==> config.mk <==
export PLATFORM = sky130hd
export DESIGN_NAME = hsync_freewheel_det
export DESIGN_NICKNAME = d
export VERILOG_FILES = /design/src/rtl/hsd_pkg.sv /design/src/rtl/hsd_run_detect.sv /design/src/rtl/hsd_line_timer.sv /design/src/rtl/hsd_lock_track.sv /design/src/rtl/hsync_freewheel_det.sv
export SDC_FILE = /design/constraint.sdc
export NUM_CORES = 1
export LEC_CHECK = 0
export BUFFER_PORTS_ARGS = -buffer_cell sky130_fd_sc_hd__buf_2
export CAP_MARGIN = 20
export CORE_UTILIZATION = 45
export CTS_BUF_LIST = sky130_fd_sc_hd__clkbuf_4 sky130_fd_sc_hd__clkbuf_8
export DETAILED_ROUTE_END_ITERATION = 8
export PLACE_DENSITY = 0.64
export SETUP_SLACK_MARGIN = 0.3
export SYNTH_ARGS = -nofsm -noshare
export SYNTH_HDL_FRONTEND = slang
export SYNTH_HIERARCHICAL = 1
export SYNTH_SLANG_ARGS = --single-unit
==> constraint.sdc <==
create_clock -name clk -period 11.4 [get_ports clk]
set_input_delay 1.71 -clock clk [delete_from_list [all_inputs] [get_ports clk]]
set_output_delay 1.71 -clock clk [all_outputs]
set_load 0.1 [all_outputs]
==> src/rtl/hsd_pkg.sv <==
package hsd_pkg;

  // Verdict on one line, produced when its tracking window closes
  typedef enum logic [1:0] {
    LV_IDLE = 2'd0,
    LV_HIT  = 2'd1,
    LV_MISS = 2'd2
  } line_verdict_e;

  function automatic int max_int(input int a, input int b);
    return (a > b) ? a : b;
  endfunction

endpackage

==> src/rtl/hsd_run_detect.sv <==
module hsd_run_detect #(
  parameter int SAMPLE_W = 10,
  parameter int RUN_W    = 6
) (
  input  logic                clk,
  input  logic                rst_n,
  input  logic [SAMPLE_W-1:0] samp,
  input  logic [SAMPLE_W-1:0] thresh,
  input  logic [RUN_W-1:0]    min_run,
  output logic                det
);

  localparam logic [RUN_W-1:0] RUN_MAX = '1;

  logic [RUN_W-1:0] run_q;
  logic             low;

  // Count of prior low samples needed so the current one completes the run
  function automatic logic [RUN_W-1:0] prior_needed(input logic [RUN_W-1:0] m);
    return (m == '0) ? '0 : m - RUN_W'(1);
  endfunction

  assign low = (samp < thresh);
  assign det = low && (run_q == prior_needed(min_run));

  always_ff @(posedge clk) begin
    if (!rst_n)          run_q <= '0;
    else if (!low)       run_q <= '0;
    else if (run_q != RUN_MAX) run_q <= run_q + RUN_W'(1);
  end

endmodule

==> src/rtl/hsd_line_timer.sv <==
module hsd_line_timer #(
  parameter int LINE_W = 12,
  parameter int WIN    = 4
) (
  input  logic              clk,
  input  logic              rst_n,
  input  logic [LINE_W-1:0] len,
  input  logic              accept,
  output logic [LINE_W-1:0] pos,
  output logic              in_win,
  output logic              close
);

  localparam logic [LINE_W-1:0] WIN_L     = LINE_W'(WIN);
  localparam logic [LINE_W-1:0] CLOSE_POS = LINE_W'(WIN + 1);

  function automatic logic window_hit(input logic [LINE_W-1:0] p,
                                      input logic [LINE_W-1:0] l);
    return (p <= WIN_L) || (p >= l - WIN_L);
  endfunction

  function automatic logic [LINE_W-1:0] next_pos(input logic [LINE_W-1:0] p,
                                                 input logic [LINE_W-1:0] l,
                                                 input logic acc);
    if (acc)                   return LINE_W'(1);
    if (p >= l - LINE_W'(1))   return '0;
    return p + LINE_W'(1);
  endfunction

  assign in_win = window_hit(pos, len);
  assign close  = (pos == CLOSE_POS);

  always_ff @(posedge clk) begin
    if (!rst_n) pos <= '0;
    else        pos <= next_pos(pos, len, accept);
  end

endmodule

==> src/rtl/hsd_lock_track.sv <==
module hsd_lock_track
  import hsd_pkg::*;
#(
  parameter int LINE_W        = 12,
  parameter int MISS_LIMIT    = 3,
  parameter int LOCK_COUNT    = 8,
  parameter int PRESENT_LINES = 4
) (
  input  logic              clk,
  input  logic              rst_n,
  input  logic [LINE_W-1:0] len,
  input  logic              accept,
  input  logic              close,
  output logic              hit_q,
  output logic              acquire,
  output logic              locked,
  output logic              sync_present
);

  localparam int MISS_SAT = max_int(MISS_LIMIT, LOCK_COUNT);
  localparam int MISS_W   = $clog2(MISS_SAT + 1);
  localparam int HIT_W    = $clog2(LOCK_COUNT + 1);
  localparam int SIL_W    = LINE_W + $clog2(PRESENT_LINES) + 1;

  localparam logic [MISS_W-1:0] MISS_MAX  = MISS_W'(MISS_SAT);
  localparam logic [MISS_W-1:0] MISS_ACQ  = MISS_W'(MISS_LIMIT);
  localparam logic [MISS_W-1:0] MISS_DROP = MISS_W'(LOCK_COUNT);
  localparam logic [HIT_W-1:0]  HIT_MAX   = HIT_W'(LOCK_COUNT);
  localparam logic [SIL_W-1:0]  SIL_MAX   = '1;

  logic [MISS_W-1:0] miss_q, miss_n;
  logic [HIT_W-1:0]  hitrun_q, hitrun_n;
  logic [SIL_W-1:0]  sil_q, sil_n;
  logic              hit_n, lock_n, pres_n;
  line_verdict_e     verdict;

  function automatic logic [SIL_W-1:0] silence_limit(input logic [LINE_W-1:0] l);
    return SIL_W'(l) * SIL_W'(PRESENT_LINES);
  endfunction

  assign acquire = (miss_q >= MISS_ACQ);

  always_comb begin
    verdict = LV_IDLE;
    if (close) verdict = hit_q ? LV_HIT : LV_MISS;

    miss_n   = miss_q;
    hitrun_n = hitrun_q;
    lock_n   = locked;
    case (verdict)
      LV_HIT: begin
        miss_n = '0;
        if (hitrun_q != HIT_MAX) hitrun_n = hitrun_q + HIT_W'(1);
        if (hitrun_n == HIT_MAX) lock_n = 1'b1;
      end
      LV_MISS: begin
        hitrun_n = '0;
        if (miss_q != MISS_MAX) miss_n = miss_q + MISS_W'(1);
        if (miss_n >= MISS_DROP) lock_n = 1'b0;
      end
      default: ;
    endcase

    hit_n  = accept ? 1'b1 : (close ? 1'b0 : hit_q);
    sil_n  = accept ? '0 : ((sil_q == SIL_MAX) ? sil_q : sil_q + SIL_W'(1));
    pres_n = accept ? 1'b1 : ((sil_n >= silence_limit(len)) ? 1'b0 : sync_present);
  end

  always_ff @(posedge clk) begin
    if (!rst_n) begin
      miss_q       <= MISS_MAX;
      hitrun_q     <= '0;
      hit_q        <= 1'b0;
      locked       <= 1'b0;
      sil_q        <= SIL_MAX;
      sync_present <= 1'b0;
    end else begin
      miss_q       <= miss_n;
      hitrun_q     <= hitrun_n;
      hit_q        <= hit_n;
      locked       <= lock_n;
      sil_q        <= sil_n;
      sync_present <= pres_n;
    end
  end

endmodule

==> src/rtl/hsync_freewheel_det.sv <==
module hsync_freewheel_det #(
  parameter int SAMPLE_W      = 10,
  parameter int RUN_W         = 6,
  parameter int LINE_W        = 12,
  parameter int WIN           = 4,
  parameter int MISS_LIMIT    = 3,
  parameter int LOCK_COUNT    = 8,
  parameter int PRESENT_LINES = 4
) (
  input  logic                clk,
  input  logic                rst_n,
  input  logic [SAMPLE_W-1:0] samp,
  input  logic [SAMPLE_W-1:0] cfg_thresh,
  input  logic [RUN_W-1:0]    cfg_min_run,
  input  logic [LINE_W-1:0]   cfg_line_len,
  input  logic                cfg_fw_en,
  output logic                hsync,
  output logic                sync_present,
  output logic                locked
);

  // Internal events, named for the checker
  logic              sync_det;
  logic              sync_accept;
  logic              in_window;
  logic              line_close;
  logic              line_hit;
  logic              acquire;
  logic [LINE_W-1:0] line_pos;

  hsd_run_detect #(.SAMPLE_W(SAMPLE_W), .RUN_W(RUN_W)) u_run (
    .clk    (clk),
    .rst_n  (rst_n),
    .samp   (samp),
    .thresh (cfg_thresh),
    .min_run(cfg_min_run),
    .det    (sync_det)
  );

  assign sync_accept = sync_det && (in_window || acquire);

  hsd_line_timer #(.LINE_W(LINE_W), .WIN(WIN)) u_timer (
    .clk   (clk),
    .rst_n (rst_n),
    .len   (cfg_line_len),
    .accept(sync_accept),
    .pos   (line_pos),
    .in_win(in_window),
    .close (line_close)
  );

  hsd_lock_track #(
    .LINE_W(LINE_W), .MISS_LIMIT(MISS_LIMIT),
    .LOCK_COUNT(LOCK_COUNT), .PRESENT_LINES(PRESENT_LINES)
  ) u_track (
    .clk         (clk),
    .rst_n       (rst_n),
    .len         (cfg_line_len),
    .accept      (sync_accept),
    .close       (line_close),
    .hit_q       (line_hit),
    .acquire     (acquire),
    .locked      (locked),
    .sync_present(sync_present)
  );

  assign hsync = line_close && (cfg_fw_en || line_hit);

endmodule

## After elaboration in Yosys (flattened, before gate mapping)

Cells that the tools add are included.

- Input bits: 41
- Output and inout bits: 3
- Word-level logic and storage cells: 73
- Register bits after elaboration: 44

- Add/sub/neg operators: 8
- Eq/ne operators: 11
- Magnitude comparators: 7
- Multiplexer cells: 27
- Reductions and logical operators: 12

Operator list:

| kind | count |
|---|---|
| 12-bit 2-to-1 mux | 4 |
| 15-bit 2-to-1 mux | 2 |
| 12-bit >= comparator | 2 |
| 4-bit 2-to-1 mux | 4 |
| 4-bit case mux with 2 select lines | 2 |
| 15-bit by 1-bit adder with 15-bit output, second input constant | 1 |
| 15-bit == test, second input constant | 1 |
| 15-bit by 14-bit >= comparator with 1-bit output | 1 |
| 12-bit by 1-bit adder with 12-bit output, second input constant | 1 |
| 12-bit by 3-bit == test with 1-bit output, second input constant | 1 |
| 12-bit by 3-bit less-or-equal comparator with 1-bit output, second input constant | 1 |
| 12-bit by 1-bit subtractor with 12-bit output, second input constant | 1 |
| 12-bit by 3-bit subtractor with 12-bit output, second input constant | 1 |
| 1-bit 2-to-1 mux | 11 |
| 10-bit less-than comparator | 1 |
| 4-bit by 1-bit adder with 4-bit output, second input constant | 2 |
| 4-bit inequality test, second input constant | 2 |
| 6-bit by 1-bit adder with 6-bit output, second input constant | 1 |
| 6-bit == test | 1 |
| 6-bit logical NOT | 1 |
| 6-bit 2-to-1 mux | 1 |
| 6-bit inequality test, second input constant | 1 |
| 2-bit nonzero test | 3 |
| 6-bit by 1-bit subtractor with 6-bit output, second input constant | 1 |
| other kinds (12) | 18 |

## Depth between registers and ports, before layout

- Depth in word-level cells: 11
- Gate-level depth with buffers: 21
- Gate-level depth less buffers: 19

## By module

The synthesis kept the hierarchy.

Modules (own cells, without submodules):

| module | cells an instance | seq. area each (um2) | area each (um2) | instances |
|---|---|---|---|---|
| hsd_lock_track | 214 | 520.5 | 1691.6 | 1 |
| hsd_line_timer | 174 | 240.2 | 1446.4 | 1 |
| hsd_run_detect | 95 | 120.1 | 698.2 | 1 |
| hsync_freewheel_det | 2 | 0.0 | 15.0 | 1 |

## Worst setup path after synthesis

Ideal clock, no wire load.

- Kind: input -> register
- Start point: in cfg_line_len[4]
- End point: reg u_track.sync_present
- Library setup time: 0.091 ns
- Path slack: 5.882 ns
- Data required time: 11.309 ns
- Buffers on the path: 2
- Stages: 19
- Data arrival time: 5.427 ns
- Cells stage by stage: or3_4 nor3_4 nand2_1 xor2_1 ha_1 a21o_1 a21o_1 a22oi_1 or4b_1 o21a_1 clkbuf_1 clkbuf_1 nor2_1 ha_1 a21oi_1 nor2b_1 o31ai_1 a41oi_1 a311oi_1

- Word-level cells in the longest chain between the ends: 8
- Elaborated cells on any way between the ends: 9
- Classes of those cells: 1 x add/sub; 2 x order compare; 2 x mux; 4 x reduce/logical

Ends and longest elaborated chain:

| what | line | RTL |
|---|---|---|
| start: declaration | hsync_freewheel_det.sv:15 | `input logic [LINE_W-1:0] cfg_line_len,` |
| 12-bit by 3-bit subtractor with 12-bit output | hsd_line_timer.sv:19 | `return (p <= WIN_L) \|\| (p >= l - WIN_L);` |
| 12-bit >= comparator | hsd_line_timer.sv:19 |  |
| 1-bit logical OR | hsd_line_timer.sv:19 |  |
| net in_window | hsync_freewheel_det.sv:25 | `logic in_window;` |
| 1-bit logical OR | hsync_freewheel_det.sv:40 | `assign sync_accept = sync_det && (in_window \|\| acquire);` |
| 1-bit logical AND | hsync_freewheel_det.sv:40 |  |
| net sync_accept | hsync_freewheel_det.sv:24 | `logic sync_accept;` |
| 15-bit 2-to-1 mux | hsd_lock_track.sv:65 | `sil_n = accept ? '0 : ((sil_q == SIL_MAX) ? sil_q : sil_q + SIL_W'(1));` |
| net u_track.sil_n[5] | hsd_lock_track.sv:33 | `logic [SIL_W-1:0] sil_q, sil_n;` |
| 15-bit by 14-bit >= comparator with 1-bit output | hsd_lock_track.sv:66 | `pres_n = accept ? 1'b1 : ((sil_n >= silence_limit(len)) ? 1'b0 : sync_present);` |
| 2-bit nonzero test (no source line) | - |  |
| end signal: assignment | hsd_lock_track.sv:83 | `sync_present <= pres_n;` |
| end: declaration | hsd_lock_track.sv:17 | `output logic sync_present` |

The timed path passes the listed nets, and every way through them passes these cells.
A chain may end at the register's enable or synchronous reset.

## Worst setup path in the final report

- Start point: in cfg_line_len[2]
- End point: reg u_track.sync_present

Same word-level chain as after synthesis.

==> run summary <==
For this run, the number of Yosys warnings is 6. The clock edge transition at the registers on the reported setup and hold paths is 0.10 ns. VDD sags by at most 0.114 mV.

The worst clock skew came out at 0.0105 ns. The violation count after the first detailed-route iteration came out at 161. The final antenna-violating net count came out at 0. Synthesis produced 485 cells.

In this run, the clock network consumes 19.1% of the power. The power density over the cells is 152 nW/um2. The placeable core region came out at 8260 um2.

The net count reported at finish is 623. Setup violations remaining at the end of the flow were counted as 0. After synthesis, the most frequently instantiated cells are sky130_fd_sc_hd__ha_1 (58), sky130_fd_sc_hd__dfxtp_1 (44), sky130_fd_sc_hd__inv_1 (44). The total track usage came out at 20.2%. The biggest area contributor in the post-synthesis netlist is sky130_fd_sc_hd__dfxtp_1. Across the run, the number of max-cap violations was 0. The switching share of total power came out at 41.5%. The fmax came out at 172 MHz. The H-tree generated during clock tree synthesis spans 2 levels.

Entering global routing, the biggest net connects 26 pins. The initial cell density of the core is 46.6%. The total net switching power is 0.270 mW. The post-route setup TNS is 0 ns. For this run, the detailed router's first-pass iteration total came to 4.

The setup path with the least slack is of type input pin to flop. In the synthesized netlist the dominant register cell turns out to be sky130_fd_sc_hd__dfxtp_1. The worst register-to-register path begins at u_timer/pos[7]$_SDFF_PP0_. The number of top-level pins is 44. The count of hold buffers inserted by post-cts repair is 0. The initial antenna violation count is 0. The critical-path maximum fanout is 25. Once the clock tree was built, the setup fixing pass inserted 0 buffers.

The via count of the first global-routing pass was 3,172. At the pin with the least slew margin, the transition time is 1.01 ns. Across all layers, the routed design uses 3,437 vias. The clock sink total came out at 44. The number of synthesized register bits came out at 44. The final count of hold timing violations came out at 0. The synthesized netlist contains 58 unique library cells. The number of stages on the worst hold path came out at 2.

The cell-internal power came out at 0.380 mW. The via count normalized by instance count came out at 5.46. The flip-flop and latch area is 881 um2. The total wire length after detailed routing is 8540 um. The required time at the worst-slack endpoint is 11.61 ns. In the post-synthesis netlist, the biggest area contributors are sky130_fd_sc_hd__dfxtp_1 (23%), sky130_fd_sc_hd__ha_1 (19%), sky130_fd_sc_hd__xnor2_1 (5.2%). The maximum buffer depth of the clock tree came out at 2.

The number of rows created at floorplan is 33. The die is 94.5 um wide. The area added between synthesis and finish came out at 10.7%.

In this run the clock root is driven by a sky130_fd_sc_hd__clkbuf_8. The placed wire-length estimate after detailed placement is 6560 um. The number of gates resized after CTS was 0. The area enclosed by the die boundary came out at 8930 um2.

The finished layout cell area is 4260 um2. The antenna diode count came out at 0. STA classifies the critical path endpoint as a flop.

The clock buffer count from CTS came out at 5. After detailed routing, the number of remaining DRC violations is 0. The number of enable-type register cells in the synthesized netlist came out at 0. Setup repair after global routing left no endpoint under its margin. Summing internal, switching and leakage power gives 0.650 mW. The length in cells of the worst reg-to-reg path came out at 13. The fraction of final layout cells sized beyond drive strength 1 is 13.0%. The final critical path takes up 50.9% of the cycle.

The clock tree from TritonCTS is built. By instance count, the leading cell after synthesis is sky130_fd_sc_hd__ha_1. Across all register-to-register paths, the minimum setup slack is 7.61 ns.

The number of filler instances in the final layout came out at 808. The flow ran to the end, and the final reports show no timing, DRC or antenna violations. Summing all multi-input logic gate instances after layout gives 2750 um2. The kind of path behind the tightest hold check is flop to flop.

The last weighted congestion value of the routability-driven placer is 0.834. The post-detailed-placement cell area is 4150 um2. The endpoint of the worst setup timing path is u_track/sync_present$_SDFFE_PN0P_. Subtracting the final worst setup slack from the clock period gives 5.81 ns. The number of buffers inserted by port buffering came out at 43. The share of flip-flops with an asynchronous set or reset came out at 0%. The leftover overflow at the end of global routing is 0.

The total count of max-transition violations in the final report is 0. The relative max-transition margin came out at 32.6%. STA classifies the critical path startpoint as an input pin. The endpoint identified for the worst register-to-register timing path is u_track/sync_present$_SDFFE_PN0P_. The synthesized area per cell came out at 7.94 um2. The cell area that synthesis handed to floorplanning was 3850 um2.

Dividing the detail-routed wire length by the instance count gives 13.6 um. The floorplan step set the die height to 94.5 um. Of the total power, registers draw 32.0%. The clock network latency to the later pin of the worst-skew pair is 0.31 ns. The share of synthesized area in the top cell type comes to 22.9%.

The end-of-flow core utilization is 51.6%. Data on the critical path arrives at its endpoint at 6.01 ns. Tracing the worst setup path back leads to its startpoint at cfg_line_len[2].

The cell leakage power came out at 1.86 nW. The net count after synthesis came out at 584. The share of the Yosys chip area taken by registers is 22.9%.

The first global-routing pass estimated 14,400 um of wire. The logic gate share of total power is 48.9%.
## cells in the final DEF (no fill, tap or decap), types with 22 or more instances in the layout
cell / Yosys / final
sky130_fd_sc_hd__nor2_1: 34 / 34
sky130_fd_sc_hd__nand3_1: 24 / 24
sky130_fd_sc_hd__ha_1: 58 / 58
sky130_fd_sc_hd__a21oi_1: 26 / 26
sky130_fd_sc_hd__inv_1: 44 / 44
sky130_fd_sc_hd__dfxtp_1: 44 / 44
sky130_fd_sc_hd__o21ai_0: 25 / 25
sky130_fd_sc_hd__buf_2: 2 / 43
sky130_fd_sc_hd__xnor2_1: 23 / 23
sky130_fd_sc_hd__nor3_1: 32 / 32
sky130_fd_sc_hd__nand2_1: 38 / 38
sky130_fd_sc_hd__xor2_1: 22 / 22
## through the flow
step	hold WS (ns)	cells	worst slack, ns
floorplan	0.462	485	5.88
global placement	0.440	622	5.51
detailed placement	0.446	622	5.35
CTS	0.467	630	5.60
global route	0.496	630	5.26
finish	0.471	630	5.59
## state kept, by name (all words and copies together), names as in the netlist
name,count
u_timer/pos,12
u_track/hitrun_q,4
u_run/run_q,6
u_track/sync_present,1
u_track/locked,1
u_track/sil_q,15
u_track/miss_q,4
u_track/hit_q,1
## area by class of cell
type	instances	area share, %
multi-input combinational	385	64.5
timing repair buffer	43	5.05
tap	105	3.08
inverter	45	3.96
clock buffer	5	1.61
clock inverter	3	1.09
sequential	44	20.7
## cell families (layout without fill, tap and decap cells)
| kind of cell | after synthesis | count (layout) | synth area share (%) |
|---|---|---|---|
| AND/OR/NAND/NOR | 189 | 189 | 26.9 |
| AO/OA/AOI/OAI | 89 | 89 | 14.4 |
| adder cells (fa/ha/maj) | 58 | 58 | 18.8 |
| buffers and inverters | 56 | 96 | 5.72 |
| XOR/XNOR | 45 | 45 | 10.2 |
| flip-flops | 44 | 44 | 22.9 |
| multiplexers | 4 | 4 | 1.07 |
## layer usage
metal | wire [um] | vias up | track usage, %
met2 | 3940 | 56 | 33.9
met5 | 0 | - | 0
met1 | 4380 | 1587 | 27.6
li1 | - | 1792 | -
met3 | 208 | 2 | 2.42
met4 | 15 | 0 | 4.17
## power by group through the flow
stage	logic (mW)	registers [mW]	clock network, mW
after floorplan	0.252	0.201	0
final	0.318	0.208	0.124
after detailed placement	0.317	0.210	0
after global placement	0.308	0.209	0
after global routing	0.366	0.212	0.134
after CTS	0.319	0.207	0.130
## worst max-delay path, cell delays in order
cell and delay, ns:
sky130_fd_sc_hd__buf_2 0.14, sky130_fd_sc_hd__inv_1 0.08, sky130_fd_sc_hd__ha_1 0.20, sky130_fd_sc_hd__nor3b_2 0.31, sky130_fd_sc_hd__nand2_1 0.14, sky130_fd_sc_hd__nor3_1 0.21
sky130_fd_sc_hd__xnor2_1 0.16, sky130_fd_sc_hd__ha_1 0.27, sky130_fd_sc_hd__and4_1 0.19, sky130_fd_sc_hd__a22oi_1 0.17, sky130_fd_sc_hd__or4b_1 0.44, sky130_fd_sc_hd__o21a_1 0.49
sky130_fd_sc_hd__nor3_1 0.38, sky130_fd_sc_hd__ha_1 0.28, sky130_fd_sc_hd__nand3_1 0.11, sky130_fd_sc_hd__a21oi_1 0.06, sky130_fd_sc_hd__o31ai_1 0.22, sky130_fd_sc_hd__a41oi_1 0.15
sky130_fd_sc_hd__a311oi_1 0.29
## worst min-delay path by stage
stage	start	slack [ns]	endpoint
global placement	u_track/locked$_SDFFE_PN0P_	0.44	u_track/locked$_SDFFE_PN0P_
global route	u_track/locked$_SDFFE_PN0P_	0.50	u_track/locked$_SDFFE_PN0P_
floorplan	u_track/miss_q[1]$_SDFFE_PN0P_	0.46	u_track/miss_q[1]$_SDFFE_PN0P_
CTS	u_track/locked$_SDFFE_PN0P_	0.47	u_track/locked$_SDFFE_PN0P_
detailed placement	u_track/locked$_SDFFE_PN0P_	0.45	u_track/locked$_SDFFE_PN0P_
finish	u_track/locked$_SDFFE_PN0P_	0.47	u_track/locked$_SDFFE_PN0P_
No activity file was read; power rests on OpenSTA's default activity.
